--- src/rtl/tx_prefetch_dma.sv ---
module tx_prefetch_dma #(
  parameter int AW = 16,
  parameter int LW = 16,
  parameter int TW = 5,
  parameter int FW = 6
) (
  input  logic          clk,
  input  logic          rst_n,
  input  logic          start,
  input  logic [AW-1:0] cfg_addr,
  input  logic [LW-1:0] cfg_len,
  input  logic [TW-1:0] cfg_thr,
  input  logic          sfd_sent,
  output logic          mem_req,
  output logic [AW-1:0] mem_addr,
  input  logic          mem_gnt,
  input  logic [15:0]   mem_rdata,
  input  logic [FW-1:0] fifo_free,
  output logic          fifo_wr,
  output logic [15:0]   fifo_data,
  output logic [1:0]    fifo_be,
  output logic          busy,
  output logic          done
);
  localparam int CW = (FW > TW + 1) ? FW : TW + 1;

  typedef enum logic [2:0] {S_IDLE, S_PRE, S_HOLD, S_WAIT, S_BURST} st_t;

  st_t           st;
  logic [AW-1:0] ptr;
  logic [LW-1:0] rem, blen;
  logic [TW:0]   thr_b;
  logic          done_q, sfd_q;

  logic          xfer, last_odd, burst_end, room, sfd_seen;
  logic [LW-1:0] step, thr_l, cap, cfg_thr_l;
  logic [TW:0]   cfg_thr_b;

  assign xfer      = mem_req & mem_gnt;
  assign last_odd  = (blen == LW'(1));
  assign step      = last_odd ? LW'(1) : LW'(2);
  assign burst_end = (blen == step);
  assign thr_l     = LW'(thr_b);
  assign cap       = (rem < thr_l) ? rem : thr_l;
  assign cfg_thr_b = (cfg_thr == '0) ? (TW+1)'(2) : {cfg_thr, 1'b0};
  assign cfg_thr_l = LW'(cfg_thr_b);
  assign room      = CW'(fifo_free) >= CW'(thr_b);
  assign sfd_seen  = sfd_q | sfd_sent;

  assign mem_req   = (st == S_PRE) || (st == S_BURST);
  assign mem_addr  = ptr;
  assign fifo_wr   = xfer;
  assign fifo_data = last_odd ? {8'h00, mem_rdata[7:0]} : mem_rdata;
  assign fifo_be   = last_odd ? 2'b01 : 2'b11;
  assign busy      = (st != S_IDLE);
  assign done      = done_q;

  always_ff @(posedge clk) begin
    if (!rst_n) begin
      st     <= S_IDLE;
      ptr    <= '0;
      rem    <= '0;
      blen   <= '0;
      thr_b  <= '0;
      done_q <= 1'b0;
      sfd_q  <= 1'b0;
    end else begin
      if (st != S_IDLE && sfd_sent) sfd_q <= 1'b1;
      case (st)
        S_IDLE: if (start) begin
          ptr    <= cfg_addr;
          rem    <= cfg_len;
          thr_b  <= cfg_thr_b;
          sfd_q  <= 1'b0;
          blen   <= (cfg_len < cfg_thr_l) ? cfg_len : cfg_thr_l;
          done_q <= (cfg_len == '0);
          st     <= (cfg_len == '0) ? S_IDLE : S_PRE;
        end
        S_PRE, S_BURST: if (xfer) begin
          ptr  <= ptr + AW'(1);
          rem  <= rem - step;
          blen <= blen - step;
          if (burst_end) begin
            if (rem == step) begin
              st     <= S_IDLE;
              done_q <= 1'b1;
            end else begin
              st <= (st == S_PRE) ? S_HOLD : S_WAIT;
            end
          end
        end
        S_HOLD: if (sfd_seen) st <= S_WAIT;
        S_WAIT: if (room) begin
          st   <= S_BURST;
          blen <= cap;
        end
        default: st <= S_IDLE;
      endcase
    end
  end

  // a burst request can only begin after start of frame
  a_r2_sfd_before_burst: assert property (@(posedge clk) disable iff (!rst_n)
    (mem_req && !$past(mem_req) && st == S_BURST) |-> sfd_q);

  // burst length bounded by threshold and remaining bytes
  a_r6_burst_bound: assert property (@(posedge clk) disable iff (!rst_n)
    (st == S_BURST) |-> (blen <= thr_l && blen <= rem));

  // the half-word write is always the last one
  a_r7_odd_last: assert property (@(posedge clk) disable iff (!rst_n)
    (fifo_wr && fifo_be == 2'b01) |=> (done && !busy));

  // done is only shown while idle
  a_r8_done_idle: assert property (@(posedge clk) disable iff (!rst_n)
    done |-> !busy);

  // start while busy leaves the transfer state alone
  a_r9_busy_start: assert property (@(posedge clk) disable iff (!rst_n)
    (busy && start && !xfer) |=> ($stable(rem) && $stable(ptr)));

  // every write moves a full word or a final low byte
  a_r4_be_legal: assert property (@(posedge clk) disable iff (!rst_n)
    fifo_wr |-> (fifo_be == 2'b11 || fifo_be == 2'b01));
endmodule

--- config.mk ---
export PLATFORM = sky130hd
export DESIGN_NAME = tx_prefetch_dma
export DESIGN_NICKNAME = d
export VERILOG_FILES = /design/src/rtl/tx_prefetch_dma.sv
export SDC_FILE = /design/constraint.sdc
export NUM_CORES = 1
export LEC_CHECK = 0
export BUFFER_PORTS_ARGS = -buffer_cell sky130_fd_sc_hd__buf_2
export CORE_MARGIN = 8
export CORE_UTILIZATION = 49
export CTS_CLUSTER_SIZE = 30
export DETAILED_ROUTE_END_ITERATION = 7
export GPL_ROUTABILITY_DRIVEN = 0
export GPL_TIMING_DRIVEN = 0
export PLACE_DENSITY = 0.77
export SKIP_LAST_GASP = 1
export SLEW_MARGIN = 25
export SYNTH_ARGS = -nofsm -noshare
export SYNTH_HDL_FRONTEND = slang
export SYNTH_SLANG_ARGS = --single-unit
export TNS_END_PERCENT = 1
--- constraint.sdc ---
create_clock -name clk -period 3.1 [get_ports clk]
set_input_delay 0.155 -clock clk [delete_from_list [all_inputs] [get_ports clk]]
set_output_delay 0.155 -clock clk [all_outputs]
set_load 0.005 [all_outputs]
After elaboration in Yosys (flattened, before gate mapping)
Index checks and enable logic that the tools add are counted.
Word-level totals
  bits in registers: 59
  input port bits: 64
  output and inout bits: 38
  word-level logic and storage cells: 75
Operators by class
  add/sub/neg operators: 3
  $lt $le $gt $ge: 3
  eq/ne operators: 13
  muxes and demuxes: 33
  bitwise operators: 2
  reductions and logical operators: 14
Operator list (number)
  16-bit 2-to-1 mux: 10
  16-bit one-hot mux with 2 select lines: 2
  16-bit one-hot mux with 3 select lines: 1
  16-bit by 2-bit == test with 1-bit output: 2
  16-bit by 6-bit less-than comparator with 1-bit output: 2
  16-bit by 2-bit subtractor with 16-bit output: 2
  16-bit by 1-bit adder with 16-bit output, second input constant: 1
  16-bit by 1-bit == test with 1-bit output, second input constant: 1
  16-bit logical NOT: 1
  3-bit 2-to-1 mux: 5
  2-bit inequality test, second input constant: 6
  3-bit one-hot mux with 4 select lines: 1
  5-bit AND reduction: 2
  1-bit 2-to-1 mux: 9
  3-bit by 2-bit == test with 1-bit output, second input constant: 2
  6-bit >= comparator: 1
  2-bit 2-to-1 mux: 3
  6-bit 2-to-1 mux: 1
  3-bit nonzero test: 2
  5-bit logical NOT: 1
  4-bit AND reduction: 1
  3-bit by 1-bit == test with 1-bit output, second input constant: 1
  3-bit == test, second input constant: 1
  3-bit logical NOT: 1
  other kinds (9): 9

Longest topological paths before layout
Gate-level depths: netlist of run 1.
  depth after elaboration: 7
  gate-level depth with buffers: 12
  mapped depth without buffers: 10

Worst setup path after synthesis of run 1
No wires, ideal clock.
  path type: reg2reg
  start point: reg blen[5]
  end point: reg blen[13]
  setup time: 70 ps
  data arrival time: 3072 ps
  required time: 3030 ps
  setup slack: -42 ps
  cell stages (with the launch flop): 12
  buffers on the path: 2
  clock period less this slack: 3142 ps
  path through: dfxtp_1 -> clkbuf_1 -> nor4_2 -> nand4_1 -> nor2_1 -> buf_1 -> ha_1 -> or4_1 -> nor4_1 -> nand2_1 -> or2_0 -> a21oi_1
On the way
  cells in the longest elaborated chain, start to end: 5
RTL lines
  from (decl): line 31  | logic [LW-1:0] rem, blen;
  from (signal assigned): line 75  | blen <= (cfg_len < cfg_thr_l) ? cfg_len : cfg_thr_l;
  from (signal assigned): line 82  | blen <= blen - step;
  from (signal assigned): line 95  | blen <= cap;
  16-bit by 1-bit == test with 1-bit output: line 40  | assign last_odd = (blen == LW'(1));
  2-bit 2-to-1 mux: line 41  | assign step = last_odd ? LW'(1) : LW'(2);
  16-bit by 2-bit subtractor with 16-bit output (*): line 82
  16-bit 2-to-1 mux (*): line 79  | S_PRE, S_BURST: if (xfer) begin
  16-bit one-hot mux with 3 select lines (*): line 69  | case (st)
Every way passes the cells marked *; elsewhere a longest branch is shown, timed or not. The select of a mux whose other input is x is not followed.
A chain may end at the register's enable or synchronous reset.

Worst setup path after layout of run 1
  start point: reg st[2]
  end point: out mem_req
On the way
  cells in the longest elaborated chain, start to end: 2
  elaborated cells on any way between the ends: 3
  classes of those cells: 2 x eq/ne; 1 x reduce/logical
RTL lines
  from (decl): line 29  | st_t st;
  from (signal assigned): line 77  | st <= (cfg_len == '0) ? S_IDLE : S_PRE;
  from (signal assigned): line 88  | st <= (st == S_PRE) ? S_HOLD : S_WAIT;
  3-bit by 1-bit == test with 1-bit output / 3-bit == test (equally long branches): line 50  | assign mem_req = (st == S_PRE) || (st == S_BURST);
  1-bit logical OR (*): line 50
  to (decl): line 14  | output logic mem_req,
Every way passes the cells marked *; elsewhere a longest branch is shown, timed or not.

==> summary.md, run 1 <==
| Metric | Value |
|---|---|
| Run status | complete, no violations |
| Max-slew violations | 0 |
| Antenna cells | 0 |
| Post-synthesis async set-or-reset flop share | 0 |
| Clk_lat worst skew | roughly 0.34 ns |
| Period utilization | 0.953 |
| Critical path peak fanout | 10 |
| Final setup viols | 0 |
| Area contributors post-synth | dfxtp_1 28%, a21oi_1 6.0%, o21ai_0 5.5% |
| Max Freq | 338 MHz |
| Antenna violations before repair | 0 |
| Clk network pwr share | 0.136 |
| Core Area | between 0.008 and 0.009 mm² |
| Worst hold path class | in -> reg |
| Vias in the first global route | 4869 |
| Peak supply drop | about 0.55 mV |
| Reg2Reg Setup Slack | ~0.15 ns |
| Switching Fraction | 0.511 |
| Mux cell area share after synthesis | 0.0147 |
| Synth Area in Simple Gates | 0.267 |
| Die Y | approximately 110 µm |
| Area share of the largest cell type after synthesis | 0.279 |
| Power Internal | between 0.002 and 0.003 W |
| Critical R2R Launch | blen[6] |
| Die area | 0.0117 mm² |
| Residual DRC | 0 |
| Largest net degree at the start of global routing | 13 |
| Post-Syn Area | 0.00417 mm² |
| Syn Area/Cell | about 7.3 µm² |
| Proportion of layout cells with a drive suffix above 1 | 0.216 |
| Clk root buf | clkbuf_8 |
| Critical path cell sequence | clkbuf_1, nand2b_1, a21o_1, clkbuf_1, inv_2, buf_2, buf_1, buf_2 |
| Crit Path Category | reg -> out |
| Global route total overflow | 0 |
| Main synth FF type | dfxtp_1 |
| Worst-path clk slew | 0.07 ns |
| Routed len/inst | 19.1 µm |
| Final Non-Filler Cells | around 800 |
| FP Rows | 33 |
| DR vias | 4993 |
| PD cells | 1130 mW/mm² |
| Most numerous cell in the Yosys netlist | nor2_1 |
| Total chip power | 0.00576 W |
| DRT Wirelength | between 15000 and 20000 µm |
| Top cells by count, synth | 59 x nor2_1, 58 x dfxtp_1, 54 x nand2_1, 50 x a21oi_1, 46 x o21ai_0 |
| Syn Nets | about 650 |
| Comb pwr share | 0.616 |
| Via/cell ratio | around 6.3 |
| Clock sinks | 58 |
| ANT nets after route | 0 |
| First-pass GRT wire length | ~24000 µm |
| Largest area contributor in the netlist | dfxtp_1 |
| TritonCTS buffer count | 9 |
| Crit path largest cell delay | between 0.4 and 0.5 ns |
| Sequential power share | 0.249 |
| Clock skew | about 0.0090 ns |
| Synth Area in XOR/XNOR | 0.0126 |
| CP arrival | roughly 2.8 ns |
| Final hold violation count | 0 |
| Worst setup EP type | primary output |
| Hold slack | between 0.08 and 0.09 ns |
| Max Buffers Root-to-Sink | 2 |
| Crit path time final | between 2 and 3 ns |
| Chip Width | approximately 110 µm |
| Initial Utilization | 0.507 |
| Synth Area in Compound Gates | 0.300 |
| #FFs+latches synth | a little under 60 |
| Number of flops mapped to enable cells by yosys | 0 |
| CP startpoint kind | register |
| RSZ-0062 raised after global routing | yes |
| DP HPWL | around 11000 µm |
| Worst-margin pin slew | 0.784 ns |
| Port Buffer Count | ~90 |
| Synth unique cells | 71 |
| Hold path cells | 3 |
| Dpl cells | between 700 and 800 |
| Largest family of logic cells by synthesized area | compound AO/OA/AOI/OAI gates |
| # IOs | slightly above 100 |
| Mapped Cells | 572 |
| R2R cell count | 10 |
| CTS tree | yes |
| CTS H-tree lvls | 3 |
| Sequential share of the synthesized area | 0.279 |
| Required time of the critical path | 2.94 ns |
| Lkg Pwr | about 2.1 nW |
| Hold Path Origin | sfd_sent |
| # nets final | roughly 760 |
| Psw | between 0.002 and 0.003 W |
| Crit. Startpoint | st[2] |
| Slowest-stage cell, CP | buf_1 |
| Layout area overhead | 21.8% |
| YS warnings | 0 |
| Max_slew headroom | 0.477 |
| 1st-iter DRT viols | 397 |
| Tot GR Track Use | 0.256 |
| Synth Area in Adders | 0.0576 |
| Max_cap viols | 0 |
| Drt pass-1 iters | 5 |
## metrics by stage
step | setup TNS (ns) | worst slack (ns) | instance area [µm²] | util
4_1_cts | -0.0103 | -0.0103 | 5030 | 0.612
2_1_floorplan | 0 | 0.143 | 4170 | -
3_3_place_gp | -1.23 | -0.301 | 4760 | 0.580
3_5_place_dp | -1.81 | -0.401 | 4760 | 0.580
6_report | 0 | 0.145 | 5080 | 0.618
5_1_grt | -0.0459 | -0.0199 | 5080 | 0.618
## worst paths after layout
kind                            endpoint
worst max-delay path             mem_req
worst min-delay path               sfd_q
worst max register to register   rem[10]
worst min register to register    rem[8]
## worst max-delay path, delay by kind of cell, from the launching register on
family / cells / cell delay (ns)
compound gates: 1 / 0.19
buf+inv: 6 / 1.79
flops: 1 / 0.35
simple gates: 1 / 0.13
## flip-flops by register name, indices dropped and copies added, names as in the netlist
| name | count |
|---|---|
| mem_addr | 16 |
| rem | 16 |
| st | 3 |
| thr_b | 5 |
| blen | 16 |
| sfd_q | 1 |
| done | 1 |
## timing repair
item,CTS,global route
hold endpoints to repair,0,0
pin swaps,1,7
setup buffers,1,3
setup endpoints to repair,10,12
gates resized for setup,9,8
hold buffers,0,0
## cell families (layout without fill, tap and decap cells)
family,Yosys count,in the layout
AO/OA/AOI/OAI,195,195
XOR/XNOR,6,6
adder cells (fa/ha/maj),18,18
buffers and inverters,66,176
flip-flops,58,58
multiplexers,6,6
other,2,2
AND/OR/NAND/NOR,221,221
## power groups by stage
stage / combinational (W) / clock (W) / sequential (W)
2_1_floorplan: 0.00235 / 0 / 0.00130
3_3_place_gp: 0.00320 / 0 / 0.00136
3_5_place_dp: 0.00328 / 0 / 0.00138
4_1_cts: 0.00339 / 0.000779 / 0.00138
5_1_grt: 0.00390 / 0.000813 / 0.00147
6_report: 0.00355 / 0.000783 / 0.00143
## area by class of cell
type                       count  area (µm²)
buffer                        41         199
inverter                      23        86.3
fill                         772        3140
timing repair buffer          96         490
clock inverter                 1        30.0
clock buffer                  15         186
tap                          105         131
sequential                    58        1160
multi-input combinational    448        2790
## placed cells by master (no fill, tap or decap), types with 7 or more instances in the layout
master	instances
ha_1	16
a21oi_1	50
o31ai_1	7
nor2_1	57
buf_2	95
clkbuf_1	28
nand2_1	53
nand4_1	7
dfxtp_1	57
a211oi_1	7
o21ai_0	46
buf_4	13
and2_1	8
nand3_1	19
a31oi_1	12
nor2b_1	10
inv_1	21
o21a_1	8
clkbuf_8	13
o21ai_1	8
nor3_1	17
## metal layers
metal  global-route usage  vias to the layer above  wire length [µm]
met5                    0                        -                 0
li1                     -                     2301                 -
met4                0.154                        0               737
met3               0.0666                       65              1770
met1                0.317                     2265              6050
met2                0.392                      362              6510
(Power assumes the default switching activity.)
==> inputs of run 2 (changes only) <==
- BUFFER_PORTS_ARGS: -buffer_cell sky130_fd_sc_hd__buf_2 -> not set
- CORE_UTILIZATION: 49 -> 51
- DONT_BUFFER_PORTS: not set -> 1
- PLACE_DENSITY: 0.77 -> 0.69
==> run 2 against run 1 <==
Net effect:
- non-clock buffer count is 90 lower
- clock power down 8.4%
- global-route usage fell by 0.16 points
- core utilization is 4.5 points lower
- critical endpoint is now blen[13]
- highest routed layer unchanged
==> summary.md, run 2 (same netlist as run 1, synthesis figures left out) <==
| Metric | Value |
|---|---|
| Run status | complete, no violations |
| CP startpoint kind | register |
| Routed len/inst | 20.9 µm (+9.1%) |
| Core Area | 0.00805 mm² (-2.0%) |
| Peak supply drop | 0.664 mV (+20%) |
| Crit path time final | 2.92 ns (-0.0333 ns) |
| DRT Wirelength | 14600 µm (-3.3%) |
| Max-slew violations | 0 (unchanged) |
| Crit Path Category | reg -> reg |
| Via/cell ratio | 6.54 (+3.1%) |
| Clk_lat worst skew | 0.35 ns (about the same) |
| Period utilization | 0.943 (-0.0107) |
| CP most frequent cell | nor4_4 |
| Power Internal | 0.00262 W (-7.1%) |
| # nets final | 669 (-12%) |
| Top Family by Delay on Critical Path | simple AND/OR/NAND/NOR gates |
| Clock skew | 0.0109 ns (+0.00193 ns) |
| Critical path peak fanout | 12 (+2) |
| Antenna violations before repair | 1 (+1) |
| Clk root buf | clkbuf_8 |
| Slowest-stage cell, CP | or4_4 |
| Lkg Pwr | 1.72 nW (-19%) |
| Drt pass-1 iters | 5 (unchanged) |
| Fill count | 772 (unchanged) |
| Required time of the critical path | 3.38 ns (+0.44 ns) |
| Global route total overflow | 0 (unchanged) |
| First-pass GRT wire length | 23100 µm (-4.5%) |
| Chip Width | 106 µm (-1.7%) |
| Initial Utilization | 0.518 (+0.0104) |
| Worst-margin pin slew | 0.764 ns (-0.0203 ns) |
| CTS tree | yes |
| PD cells | 1190 mW/mm² (+4.5%) |
| DR vias | 4558 (-8.7%) |
| Residual DRC | 0 (unchanged) |
| Switching Fraction | 0.522 (+0.0110) |
| Reg2Reg Setup Slack | 0.18 ns (+0.03 ns) |
| Port Buffer Count | 0 (-100%) |
| Die area | 0.0113 mm² (-3.4%) |
| Buf+Inv Stages, Crit Path | 1 (-5) |
| Vias in the first global route | 4315 (-11%) |
| Max Buffers Root-to-Sink | 2 (unchanged) |
| Worst-path clk slew | 0.07 ns (about the same) |
| Psw | 0.00286 W (-2.9%) |
| Largest net degree at the start of global routing | 13 (unchanged) |
| Die Y | 106 µm (-1.7%) |
| Dpl cells | 677 (-12%) |
| ANT nets after route | 0 (unchanged) |
| Critical path cell sequence | nor4_4, nand4_1, nor2_2, buf_6, ha_1, or4_4, nor4_4, nand2_1, or2_0, a21oi_1 |
| Max_cap viols | 0 (unchanged) |
| Final hold violation count | 0 (unchanged) |
| # IOs | 102 (unchanged) |
| RSZ-0062 raised after global routing | yes |
| 1st-iter DRT viols | 419 (+5.5%) |
| Final Non-Filler Cells | 697 (-11%) |
| Clock sinks | 58 (unchanged) |
| Clk network pwr share | 0.131 (-0.005) |
| Most frequent cells in the layout | 57 x nor2_1, 57 x dfxtp_1, 53 x nand2_1 |
| CTS H-tree lvls | 3 (unchanged) |
| Layout area overhead | 10.8% |
| FP Rows | 33 (unchanged) |
| TritonCTS buffer count | 9 (unchanged) |
| Tot GR Track Use | 0.255 (-0.00161) |
| Worst hold path class | in -> reg |
| Max_slew headroom | 0.491 (+0.0135) |
| CP arrival | 3.20 ns (+0.40 ns) |
| Proportion of layout cells with a drive suffix above 1 | 0.0897 (-0.126) |
| Comb pwr share | 0.602 (-0.014) |
| Max Freq | 342 MHz (+1.1%) |
| Worst Setup Slack, final | 0.178 ns (+0.0333 ns) |
| Place WS | -0.431 ns (-0.0293 ns) |
| Sequential power share | 0.267 (+0.018) |
| Final setup viols | 0 (unchanged) |
| Worst setup EP type | register |
| DP HPWL | 10900 µm (-1.5%) |
| Crit path largest cell delay | 0.53 ns (+0.04 ns) |
==> run 2: changes by cell type in the layout (fill, tap and decap cells not counted), sizes merged <==
cell,change
clkinv,+2
clkinvlp,+2
clkbuf,-4
dlygate4sd3,+4
diode,+1
buf,-95
==> run 2: layer usage <==
| metal | up-vias | wire length, µm | track usage |
|---|---|---|---|
| met5 | - | 0 | 0 |
| met4 | 0 | 503 | 0.119 |
| met3 | 51 | 1720 | 0.0805 |
| met2 | 264 | 6340 | 0.385 |
| met1 | 2130 | 6010 | 0.323 |
| li1 | 2113 | - | - |
==> run 2: layout make-up <==
class                           count  area (µm²)  share of cell area
Multi-Input combinational cell    448        2790               0.605
Sequential cell                    58        1160               0.252
Inverter                           23        86.3              0.0187
Tap cell                          105         131              0.0284
Buffer                             42         203              0.0439
Clock buffer                       10         138              0.0298
Clock inverter                      5        55.1              0.0119
Timing Repair Buffer                5        47.5              0.0103
Antenna cell                        1        2.50            0.000542
==> run 2: power by group through the flow <==
stage               Combinational, W  Sequential, W  Clock, W
floorplan                    0.00235        0.00130         0
global placement             0.00303        0.00140         0
detailed placement           0.00310        0.00142         0
CTS                          0.00316        0.00142  0.000715
global route                 0.00362        0.00152  0.000753
finish                       0.00330        0.00146  0.000717
==> run 2: final timing paths <==
check                                 from  endpoint  cells past startpoint
worst max register to register    blen[12]  blen[13]                     10
worst max-delay path              blen[12]  blen[13]                     10
worst min register to register      rem[8]    rem[8]                      2
worst min-delay path            cfg_len[1]    rem[1]                      2
==> run 2: metrics by stage <==
step	utilization	power (W)	hold slack (ns)	instance area [µm²]	setup TNS [ns]
2_1_floorplan	-	0.00365	0.316	4170	0
3_3_place_gp	0.534	0.00444	0.319	4300	-1.61
3_5_place_dp	0.534	0.00452	0.328	4300	-2.01
4_1_cts	0.568	0.00529	0.0121	4570	0
5_1_grt	0.574	0.00589	0.0322	4620	-0.0153
6_report	0.574	0.00548	0.0161	4620	0
==> run 2: what timing repair did <==
action	CTS	global route
hold endpoints to repair	4	0
setup endpoints to repair	11	12
hold buffers	4	0
resized for setup	7	10
setup buffers	0	1
gates cloned	0	0
pin swaps	1	5
==> run 2: worst reg2reg max path, delay by kind of cell, from the launching register on <==
kind,cells,cell delay [ns]
compound gates,1,0.14
fa+ha+maj,1,0.27
flops,1,0.36
buf+inv,1,0.18
simple gates,7,1.91
==> inputs of run 3 (changes only) <==
- CORE_UTILIZATION: 51 -> 30
- PLACE_DENSITY: 0.69 -> 0.45
==> run 3 against run 2 <==
Net effect:
- sequential cell count stayed put
- die area is 58% higher
- clock skew shrank 0.0034 ns
- register-to-register slack worse by 0.07 ns
- maximum frequency decreased by 2.4%
- clock power rose by 35%
- first-iteration DRC count is 11% lower
- critical path depth unchanged
- final area grew 4.2%
- highest routed layer unchanged
==> summary.md, run 3 (same netlist as run 1, synthesis figures left out) <==
| Metric | Value |
|---|---|
| Die area | 0.0179 mm² (+58%) |
| Crit path time final | 2.99 ns (+0.0706 ns) |
| 1st-iter DRT viols | 372 (-11%) |
| Vias in the first global route | 4344 (+0.67%) |
| Clk root buf | clkbuf_16 |
| Psw | 0.00297 W (+4.0%) |
| Final setup viols | 0 (unchanged) |
| CTS tree | yes |
| Switching Fraction | 0.513 (-0.00950) |
| Max_cap viols | 0 (unchanged) |
| Register area | 0.00116 mm² (-0.11%) |
| Proportion of layout cells with a drive suffix above 1 | 0.0894 (-0.000302) |
| DRT Wirelength | 16300 µm (+12%) |
| CTS H-tree lvls | 3 (unchanged) |
| Clock skew | 0.00752 ns (-0.00343 ns) |
| CP startpoint kind | register |
| FP Rows | 43 (+30%) |
| Max Freq | 334 MHz (-2.4%) |
| Total chip power | 0.00580 W (+5.9%) |
| Peak supply drop | 0.427 mV (-36%) |
| DP HPWL | 12400 µm (+14%) |
| Most common cell after layout, fill and taps aside | dfxtp_1 |
| DR vias | 4530 (-0.61%) |
| RSZ-0062 raised after global routing | yes |
| Routed len/inst | 21.0 µm (+0.70%) |
| Worst hold path class | in -> reg |
| Worst-path clk slew | 0.06 ns (about the same) |
| # nets final | 670 (+0.15%) |
| Run status | complete, no violations |
| Power Internal | 0.00283 W (+8.0%) |
| # IOs | 102 (unchanged) |
| Initial Utilization | 0.304 (-0.214) |
| Dpl cells | 752 (+11%) |
| Fill count | 1480 (+92%) |
| Area of the multi-input gates | 0.00279 mm² (-0.22%) |
| Comb pwr share | 0.584 (-0.018) |
| Antenna cells | 0 (-1) |
| Crit Path Category | reg -> reg |
| Max_slew headroom | 0.363 (-0.128) |
| Crit path largest cell delay | 0.51 ns (-0.02 ns) |
| Final hold violation count | 0 (unchanged) |
| Worst setup EP type | register |
| TritonCTS buffer count | 9 (unchanged) |
| Worst-margin pin slew | 0.955 ns (+0.191 ns) |
| Port Buffer Count | 0 (unchanged) |
| Chip Width | 134 µm (+26%) |
| CP arrival | 3.26 ns (+0.06 ns) |
| Antenna violations before repair | 0 (-1) |
| Global route total overflow | 0 (unchanged) |
| Layout area overhead | 15.4% |
| Largest net degree at the start of global routing | 13 (unchanged) |
| Critical path peak fanout | 6 (-6) |
| Via/cell ratio | 5.86 (-10%) |
| Final Non-Filler Cells | 773 (+11%) |
| Core Area | 0.0137 mm² (+70%) |
| Most frequent cells in the layout | 58 x dfxtp_1, 57 x nor2_1, 54 x nand2_1 |
| Max-slew violations | 0 (unchanged) |
| Sequential power share | 0.249 (-0.018) |
| Max Buffers Root-to-Sink | 2 (unchanged) |
| Drt pass-1 iters | 5 (unchanged) |
| Clk_lat worst skew | 0.34 ns (about the same) |
| Lkg Pwr | 1.77 nW (+2.8%) |
| Period utilization | 0.965 (+0.0228) |
| Critical path cell sequence | nor4_2, and4_4, nand2_1, fa_2, or4_1, clkbuf_1, nor2_1, xor2_1, o221ai_1, a21oi_1 |
| Residual DRC | 0 (unchanged) |
| Required time of the critical path | 3.36 ns (-0.02 ns) |
| Clk network pwr share | 0.166 (+0.035) |
| Slowest-stage cell, CP | or4_1 |
| Die Y | 134 µm (+26%) |
| ANT nets after route | 0 (unchanged) |
| First-pass GRT wire length | 24900 µm (+7.6%) |
| Tot GR Track Use | 0.179 (-0.0758) |
| PD cells | 1210 mW/mm² (+1.7%) |
| Clock sinks | 58 (unchanged) |
[run 3: per-layer routing]
layer	track usage	routed length (µm)	vias to the layer above	share of wire
met5	0	0	-	0
met4	0.0680	328	0	0.020
met3	0.0576	1880	28	0.12
met2	0.278	7040	223	0.43
met1	0.226	7020	2151	0.43
li1	-	-	2128	-
[run 3: final timing paths]
kind | startpoint | slack, ns | end | cells after the start
worst max-delay path | blen[2] | 0.11 | rem[10] | 10
worst min-delay path | cfg_len[11] | 0.03 | rem[11] | 2
worst max register to register | blen[2] | 0.11 | rem[10] | 10
worst min register to register | rem[8] | 0.47 | rem[8] | 2
[run 3: power groups by stage]
stage	clock (W)	combinational [W]	sequential, W
after floorplan	0	0.00235	0.00130
after global placement	0	0.00321	0.00142
after detailed placement	0	0.00324	0.00142
after CTS	0.000989	0.00334	0.00142
after global routing	0.00103	0.00372	0.00151
final	0.000966	0.00339	0.00145
[run 3: repair_timing]
action                     in CTS  in global routing
setup endpoints to repair      16                 14
hold buffers                    5                  0
pin swaps                       2                  4
gates resized for setup         9                  6
hold endpoints to repair        5                  0
setup buffers                   1                  0
[run 3: worst max-delay path, delay by kind of cell (launching register included)]
| kind | cells | cell delay [ns] |
|---|---|---|
| buffers and inverters | 1 | 0.20 |
| and+or+nand+nor | 5 | 1.44 |
| adders and majority gates | 1 | 0.43 |
| AOI/OAI and AO/OA | 2 | 0.31 |
| xor gates and xnor gates | 1 | 0.16 |
| DFF | 1 | 0.37 |
[run 3: layout make-up]
| type | count | area share |
|---|---|---|
| Buffer | 42 | 0.0421 |
| Timing Repair Buffer | 6 | 0.0120 |
| Clock inverter | 4 | 0.00520 |
| Inverter | 23 | 0.0179 |
| Multi-Input combinational cell | 448 | 0.579 |
| Sequential cell | 58 | 0.241 |
| Tap cell | 180 | 0.0468 |
| Clock buffer | 12 | 0.0554 |
[run 3: metrics by stage]
stage | setup slack (ns) | utilization | instance area (µm²) | TNS, ns | hold slack (ns)
floorplan | 0.143 | - | 4170 | 0 | 0.316
global route | -0.0698 | 0.351 | 4810 | -0.169 | 0.0378
global placement | -0.520 | 0.320 | 4400 | -3.01 | 0.323
detailed placement | -0.545 | 0.320 | 4400 | -3.21 | 0.328
finish | 0.107 | 0.351 | 4810 | 0 | 0.0255
CTS | 0.00775 | 0.349 | 4780 | 0 | 0.0128
